===== config.mk =====
export PLATFORM = sky130hd
export DESIGN_NAME = am_opnd_modifier
export DESIGN_NICKNAME = d
export VERILOG_FILES = /design/src/rtl/am_pkg.sv /design/src/rtl/am_index.sv /design/src/rtl/am_rind.sv /design/src/rtl/am_ctrl.sv /design/src/rtl/am_opnd_modifier.sv
export SDC_FILE = /design/constraint.sdc
export NUM_CORES = 1
export LEC_CHECK = 0
export BUFFER_PORTS_ARGS = -buffer_cell sky130_fd_sc_hd__buf_2
export CORE_MARGIN = 3
export CORE_UTILIZATION = 48
export CTS_BUF_LIST = sky130_fd_sc_hd__clkbuf_4
export DETAILED_ROUTE_END_ITERATION = 8
export HOLD_SLACK_MARGIN = 0.15
export MAX_ROUTING_LAYER = met4
export PLACE_DENSITY_LB_ADDON = 0.12
export RECOVER_POWER = 25
export SETUP_SLACK_MARGIN = 0.2
export SYNTH_ARGS = -nofsm -noshare
export SYNTH_HDL_FRONTEND = slang
export SYNTH_SLANG_ARGS = --single-unit

===== constraint.sdc =====
create_clock -name clk_i -period 2.62 [get_ports clk_i]
set_input_delay 0.131 -clock clk_i [delete_from_list [all_inputs] [get_ports clk_i]]
set_output_delay 0.131 -clock clk_i [all_outputs]
set_load 0.005 [all_outputs]

===== src/rtl/am_pkg.sv =====
package am_pkg;
  localparam int WORD_W  = 36;
  localparam int ADDR_W  = 16;
  localparam int REG_W   = 5;
  // vector positions, numbered bit k at vector bit 35-k
  localparam int POS_IND = 23;  // bit 12
  localparam int XR_HI   = 22;  // bits 13-15
  localparam int XR_LO   = 20;
  localparam int AD_HI   = 19;  // bits 16-31
  localparam int AD_LO   = 4;
  localparam int POS_REP = 19;  // bit 16
  localparam int POS_NA  = 18;  // bit 17
  localparam int RG_HI   = 12;  // bits 23-27
  localparam int RG_LO   = 8;
  localparam int AMF_HI  = 7;   // bits 28-31
  localparam int AMF_LO  = 4;
  localparam int POS_A   = 3;   // bit 32
  localparam int SPL_HI  = 23;  // bits 12-32
  localparam int SPL_LO  = 3;

  typedef enum logic [2:0] {
    S_IDLE, S_IDX, S_RIND, S_MEM, S_DONE
  } am_state_e;
endpackage


===== src/rtl/am_index.sv =====
module am_index
  import am_pkg::*;
(
  input  logic [WORD_W-1:0] word_i,
  input  logic [ADDR_W-1:0] xval_i,
  output logic [2:0]        xr_o,
  output logic [ADDR_W-1:0] addr_o
);
  logic [ADDR_W-1:0] base;
  assign xr_o   = word_i[XR_HI:XR_LO];
  assign base   = word_i[AD_HI:AD_LO];
  assign addr_o = (xr_o != 3'd0) ? ADDR_W'(base + xval_i) : base;
endmodule


===== src/rtl/am_rind.sv =====
module am_rind
  import am_pkg::*;
(
  input  logic [WORD_W-1:0] word_i,
  input  logic [ADDR_W-1:0] rval_i,
  output logic [WORD_W-1:0] word_o,
  output logic              rep_o,
  output logic [REG_W-1:0]  reg_o
);
  assign rep_o = word_i[POS_REP];
  assign reg_o = word_i[RG_HI:RG_LO];

  always_comb begin
    word_o = word_i;
    word_o[POS_IND:XR_LO] = word_i[AMF_HI:AMF_LO];
    word_o[POS_A]         = word_i[POS_NA];
    word_o[AD_HI:AD_LO]   = rval_i;
  end
endmodule


===== src/rtl/am_ctrl.sv =====
module am_ctrl
  import am_pkg::*;
#(
  parameter int MAX_IND = 64,
  localparam int CNT_W  = $clog2(MAX_IND + 1)
) (
  input  logic              clk_i,
  input  logic              rst_ni,
  input  logic              start_i,
  input  logic [WORD_W-1:0] word_i,
  input  logic              half_i,
  input  logic              nimm_i,
  input  logic [2:0]        xr_i,
  input  logic [ADDR_W-1:0] idx_addr_i,
  input  logic [WORD_W-1:0] rind_word_i,
  input  logic              rind_rep_i,
  input  logic [REG_W-1:0]  rind_reg_i,
  output logic [WORD_W-1:0] work_o,
  output logic              half_o,
  output logic              nimm_o,
  output logic              busy_o,
  output logic              done_o,
  output logic              fault_o,
  output logic [REG_W-1:0]  sp_raddr_o,
  input  logic [ADDR_W-1:0] sp_rdata_i,
  output logic              sp_we_o,
  output logic [REG_W-1:0]  sp_waddr_o,
  output logic [ADDR_W-1:0] sp_wdata_o,
  output logic              mem_req_o,
  output logic [ADDR_W-1:0] mem_addr_o,
  input  logic              mem_ack_i,
  input  logic [WORD_W-1:0] mem_rdata_i
);
  am_state_e         state_q, state_d;
  logic [WORD_W-1:0] work_q, work_d;
  logic              rep_q, rep_d;
  logic [REG_W-1:0]  rreg_q, rreg_d;
  logic [CNT_W-1:0]  cnt_q, cnt_d;
  logic              fault_q, fault_d;
  logic              half_q, nimm_q;

  always_comb begin
    state_d    = state_q;
    work_d     = work_q;
    rep_d      = rep_q;
    rreg_d     = rreg_q;
    cnt_d      = cnt_q;
    fault_d    = fault_q;
    sp_raddr_o = {2'b00, xr_i};
    sp_we_o    = 1'b0;
    sp_waddr_o = rreg_q;
    sp_wdata_o = idx_addr_i;
    mem_req_o  = 1'b0;
    mem_addr_o = work_q[AD_HI:AD_LO];
    unique case (state_q)
      S_IDLE: begin
        if (start_i) begin
          work_d  = word_i;
          rep_d   = 1'b0;
          cnt_d   = '0;
          fault_d = 1'b0;
          state_d = S_IDX;
        end
      end
      S_IDX: begin
        work_d[AD_HI:AD_LO] = idx_addr_i;
        if (rep_q) begin
          sp_we_o = 1'b1;
          rep_d   = 1'b0;
        end
        if (!work_q[POS_IND]) begin
          state_d = S_DONE;
        end else if (cnt_q == CNT_W'(MAX_IND)) begin
          fault_d = 1'b1;
          state_d = S_DONE;
        end else begin
          cnt_d   = cnt_q + 1'b1;
          state_d = work_q[POS_A] ? S_MEM : S_RIND;
        end
      end
      S_RIND: begin
        sp_raddr_o = rind_reg_i;
        work_d     = rind_word_i;
        rep_d      = rind_rep_i;
        rreg_d     = rind_reg_i;
        state_d    = S_IDX;
      end
      S_MEM: begin
        mem_req_o = 1'b1;
        if (mem_ack_i) begin
          work_d[SPL_HI:SPL_LO] = mem_rdata_i[SPL_HI:SPL_LO];
          state_d = S_IDX;
        end
      end
      S_DONE:  state_d = S_IDLE;
      default: state_d = S_IDLE;
    endcase
  end

  always_ff @(posedge clk_i or negedge rst_ni) begin
    if (!rst_ni) begin
      state_q <= S_IDLE;
      work_q  <= '0;
      rep_q   <= 1'b0;
      rreg_q  <= '0;
      cnt_q   <= '0;
      fault_q <= 1'b0;
      half_q  <= 1'b0;
      nimm_q  <= 1'b0;
    end else begin
      state_q <= state_d;
      work_q  <= work_d;
      rep_q   <= rep_d;
      rreg_q  <= rreg_d;
      cnt_q   <= cnt_d;
      fault_q <= fault_d;
      if (state_q == S_IDLE && start_i) begin
        half_q <= half_i;
        nimm_q <= nimm_i;
      end
    end
  end

  assign work_o  = work_q;
  assign half_o  = half_q;
  assign nimm_o  = nimm_q;
  assign busy_o  = (state_q != S_IDLE);
  assign done_o  = (state_q == S_DONE);
  assign fault_o = fault_q;

  p_req_hold_r3: assert property (@(posedge clk_i) disable iff (!rst_ni)
    mem_req_o && !mem_ack_i |=> mem_req_o && $stable(mem_addr_o));
  p_wb_after_rind_r5: assert property (@(posedge clk_i) disable iff (!rst_ni)
    sp_we_o |-> $past(state_q) == S_RIND);
  p_done_pulse_r11: assert property (@(posedge clk_i) disable iff (!rst_ni)
    done_o |=> !done_o);
  p_fault_done_r10: assert property (@(posedge clk_i) disable iff (!rst_ni)
    fault_o && busy_o |-> done_o);
  p_cnt_bound_r10: assert property (@(posedge clk_i) disable iff (!rst_ni)
    cnt_q <= CNT_W'(MAX_IND));
  p_no_req_on_fault_r10: assert property (@(posedge clk_i) disable iff (!rst_ni)
    fault_q |-> !mem_req_o);
  p_excl_ports_r11: assert property (@(posedge clk_i) disable iff (!rst_ni)
    !(mem_req_o && sp_we_o));
endmodule


===== src/rtl/am_opnd_modifier.sv =====
module am_opnd_modifier
  import am_pkg::*;
#(
  parameter int MAX_IND = 64
) (
  input  logic              clk_i,
  input  logic              rst_ni,
  input  logic              start_i,
  input  logic [35:0]       word_i,
  input  logic              half_i,
  input  logic              nimm_i,
  output logic              busy_o,
  output logic              done_o,
  output logic              fault_o,
  output logic [35:0]       word_o,
  output logic              literal_o,
  output logic [31:0]       operand_o,
  output logic [4:0]        sp_raddr_o,
  input  logic [15:0]       sp_rdata_i,
  output logic              sp_we_o,
  output logic [4:0]        sp_waddr_o,
  output logic [15:0]       sp_wdata_o,
  output logic              mem_req_o,
  output logic [15:0]       mem_addr_o,
  input  logic              mem_ack_i,
  input  logic [35:0]       mem_rdata_i
);
  logic [WORD_W-1:0] work;
  logic [2:0]        xr;
  logic [ADDR_W-1:0] idx_addr, fin_addr;
  logic [WORD_W-1:0] rind_word;
  logic              rind_rep;
  logic [REG_W-1:0]  rind_reg;
  logic              half_q, nimm_q, is_addr;

  am_index u_index (
    .word_i (work),
    .xval_i (sp_rdata_i),
    .xr_o   (xr),
    .addr_o (idx_addr)
  );

  am_rind u_rind (
    .word_i (work),
    .rval_i (sp_rdata_i),
    .word_o (rind_word),
    .rep_o  (rind_rep),
    .reg_o  (rind_reg)
  );

  am_ctrl #(.MAX_IND(MAX_IND)) u_ctrl (
    .clk_i       (clk_i),
    .rst_ni      (rst_ni),
    .start_i     (start_i),
    .word_i      (word_i),
    .half_i      (half_i),
    .nimm_i      (nimm_i),
    .xr_i        (xr),
    .idx_addr_i  (idx_addr),
    .rind_word_i (rind_word),
    .rind_rep_i  (rind_rep),
    .rind_reg_i  (rind_reg),
    .work_o      (work),
    .half_o      (half_q),
    .nimm_o      (nimm_q),
    .busy_o      (busy_o),
    .done_o      (done_o),
    .fault_o     (fault_o),
    .sp_raddr_o  (sp_raddr_o),
    .sp_rdata_i  (sp_rdata_i),
    .sp_we_o     (sp_we_o),
    .sp_waddr_o  (sp_waddr_o),
    .sp_wdata_o  (sp_wdata_o),
    .mem_req_o   (mem_req_o),
    .mem_addr_o  (mem_addr_o),
    .mem_ack_i   (mem_ack_i),
    .mem_rdata_i (mem_rdata_i)
  );

  assign fin_addr  = work[AD_HI:AD_LO];
  assign is_addr   = work[POS_A] | nimm_q;
  assign word_o    = work;
  assign literal_o = ~is_addr;
  assign operand_o = (!is_addr && half_q) ? {{16{fin_addr[15]}}, fin_addr}
                                          : {16'h0000, fin_addr};

  p_nimm_addr_r9: assert property (@(posedge clk_i) disable iff (!rst_ni)
    done_o && nimm_q |-> !literal_o && operand_o[31:16] == 16'h0000);
  p_done_no_ind_r11: assert property (@(posedge clk_i) disable iff (!rst_ni)
    done_o && !fault_o |-> !word_o[POS_IND]);
endmodule


==> reports/metrics.yaml <==
critPathLaunchType: "register"
final.setup.worst_slack_ns: -0.244
syn_inst: 494
yosys_warnings: 0
synth_xor_area_frac: 0.0285
portBuffers: 194
wl_met3_um: 1160
worst_pin_slew_ns: 1.37
clk-insertion-delay-late_ns: 0.40
fillers: 664
area_growth_pct: 39.2
top_layer_used: "met4"
overflow: 0
fmax_ghz: 0.349
power_density_nw_per_um2: 1300
wl_met2_um: 6870
grt_pass1_vias: 4305
drv_cap: 0
cp-end-kind: "output port"
drc_errors: 0
min_path_type: "in2reg"
finalSetupTns_ns: -0.959
ys_ff_latch: 55
rsz0062_at_grt: "true"
num_rows: 33
drv_slew: 0
finalHoldViolCount: 0
muxShareOfSynthArea: 0.0944
cts_tree: "yes"
seq_area_frac_synth: 0.320
core-area_um2: 8460
finClkSkew_ns: 0.0198
fin_crit_ns: 2.86
pin_count: 210
synth_cell_type_count: 64
antenna_found_initial: 0
ctsRootBufferMaster: "clkbuf_4"
grt_max_degree: 26
place_hpwl_um: 10000
cts_sinks: 55
die_h_um: 101
worstSetupPathType: "reg2out"
die_x_um: 101
synth_adder_area_share: 0.0542
ir_drop_uv: 796
dieArea_um2: 10100
avgSynthCellArea_um2: 8.70
violations: "negative setup slack"
ys.flop_type: "dfrtp_1"
critical_path_arrival_ns: 2.73
cts_buffer_depth: 2
syn-num-nets: 606
finalWirelength_um: 14200
h-tree-depth: 2
dr.pass1.iters: 5
nNetsFinal: 820
start_util: 0.508
grt_pass1_wl_um: 21700
dp_slack_ns: 0.0867
leakage_nw: 2.94
first_iter_violations: 249
setup_violations: 6
crit_required_ns: 2.49
async_reset_ff_frac: 1.00
ant_nets: 0
synth_area_um2: 4300
gp_congestion: 0.915
cts.clk_slew.worst_paths_ns: 0.18
wl_per_cell_um: 17.4
path_max_fanout: 3
synth-simple-area-share: 0.166
synth_edf_count: 0
cts_made_buffers: 5
route.vias.total: 4570
utilization: 0.707
synth_compound_area_frac: 0.210
synth_top_family_by_area: "compound AO/OA/AOI/OAI gates"
via_per_inst: 5.61
relSlewSlack: 0.0891
period_share: 1.09
outcome: "finished, violations left"
drt-met1-wl_um: 5790
grtUsageTotal: 0.277
layout-drive-gt1-share: 0.454
power breakdown:
part           switching [mW]  internal, mW  total (mW)
combinational            2.97          2.83        5.80
clock                   0.291         0.120       0.411
sequential              0.329          1.24        1.57
registers in the layout, summed over array words and instances, names as in the netlist:
name and cells:
u_ctrl.work_o 36, u_ctrl.half_o 1, u_ctrl.sp_waddr_o 5, u_ctrl.fault_o 1, u_ctrl.state_q 3, u_ctrl.cnt_q 7
u_ctrl.nimm_o 1, u_ctrl.rep_q 1
synth_stat cells (all sizes together) (3+ instances only):
cell type  count  area, um^2
buf           65         472
nand2         59         229
dfrtp         55        1380
nor2          46         178
a21oi         42         221
mux2          28         315
o21ai         27         139
ha            17         213
inv           11        41.3
mux2i          9        90.1
o31ai          9        67.6
a21o           8        60.1
nand3          8        40.0
a31oi          7        43.8
xnor2          7        61.3
xor2           7        61.3
a211oi         6        45.0
a221o          6        60.1
and2           6        40.0
clkbuf         6        32.5
nor3           6        41.3
a22oi          5        37.5
nand4          5        31.3
o21a           4        30.0
o22ai          4        25.0
or2            4        25.0
or3            4        25.0
a22o           3        26.3
and3           3        18.8
nor2b          3        18.8
area by class of cell:
type                    instances  area (um^2)  area share
well taps                     105          131      0.0220
inverters                      11         41.3     0.00690
multi-input cells             357         2670       0.447
flip-flops and latches         55         1380       0.231
clock buffers                   6         45.0     0.00753
diodes                          1         2.50    0.000418
clock inverters                 2         17.5     0.00293
repair buffers                278         1690       0.283
stage by stage:
stage | instance area (um^2) | hold slack [ns] | power, mW | instances
after floorplan | 4300 | -0.165 | 4.93 | 494
after global placement | 5060 | 0.139 | 6.28 | 744
after detailed placement | 5060 | 0.150 | 6.35 | 744
after CTS | 5740 | 0.164 | 7.23 | 801
after global routing | 5980 | 0.182 | 8.39 | 814
final | 5980 | 0.162 | 7.78 | 815
cells in the final DEF (no fill, tap or decap), types with 6 or more instances in the layout:
| cell | netlist | routed |
|---|---|---|
| a21o_1 | 8 | 8 |
| a21oi_1 | 39 | 34 |
| a221o_1 | 6 | 6 |
| a31oi_1 | 7 | 7 |
| buf_2 | 11 | 191 |
| buf_4 | 50 | 46 |
| clkbuf_4 | 0 | 6 |
| dfrtp_1 | 55 | 53 |
| dlygate4sd3_1 | 0 | 33 |
| ha_4 | 0 | 8 |
| inv_1 | 10 | 9 |
| mux2_1 | 15 | 15 |
| mux2_2 | 13 | 13 |
| mux2i_1 | 9 | 8 |
| nand2_1 | 58 | 55 |
| nand3_1 | 8 | 7 |
| nor2_1 | 44 | 43 |
| o21ai_0 | 15 | 14 |
| o21ai_1 | 11 | 10 |
| o31ai_1 | 9 | 7 |
final timing paths:
path	cells after the start	end	from	slack, ns
min in group asynchronous	2	u_ctrl.work_o[23]	rst_ni	0.55
setup reg to reg	10	u_ctrl.work_o[19]	u_ctrl.work_o[5]	0.12
setup / recovery	13	sp_wdata_o[8]	u_ctrl.work_o[4]	-0.24
hold / removal	4	u_ctrl.work_o[7]	mem_rdata_i[7]	0.16
hold reg to reg	1	u_ctrl.work_o[26]	u_ctrl.work_o[26]	0.50
max in group asynchronous	3	u_ctrl.work_o[16]	rst_ni	0.62
per-layer routing:
layer	vias to the layer above	GRT usage
li1	2145	-
met1	2151	0.352
met2	242	0.455
met3	32	0.0374
met4	0	0.0933
met5	-	-
cell families (layout without fill, tap and decap cells):
group | Yosys count | in the layout
fa+ha+maj | 18 | 18
mux | 37 | 37
other cells | 0 | 1
buf+inv | 82 | 297
compound gates | 136 | 136
flops | 55 | 55
simple gates | 152 | 152
xor+xnor | 14 | 14
critical path: stages, from the launching register on:
cell	delay [ns]
dfrtp_1	0.39
ha_2	0.19
inv_2	0.04
fa_2	0.33
and2b_1	0.23
o211ai_2	0.09
a21boi_2	0.23
buf_4	0.17
buf_6	0.09
o41ai_4	0.06
xnor2_2	0.22
nand2_1	0.08
nand2_1	0.10
buf_2	0.11
timing repair:
| item | CTS | global route |
|---|---|---|
| gates resized for setup | 30 | 31 |
| setup endpoints to repair | 12 | 18 |
| hold buffers | 33 | 0 |
| endpoints found under the hold margin | 51 | 0 |
| gates cloned | 0 | 0 |
| pin swaps | 15 | 12 |
| setup buffers | 16 | 13 |
Power figures use the tool's default switching activity.
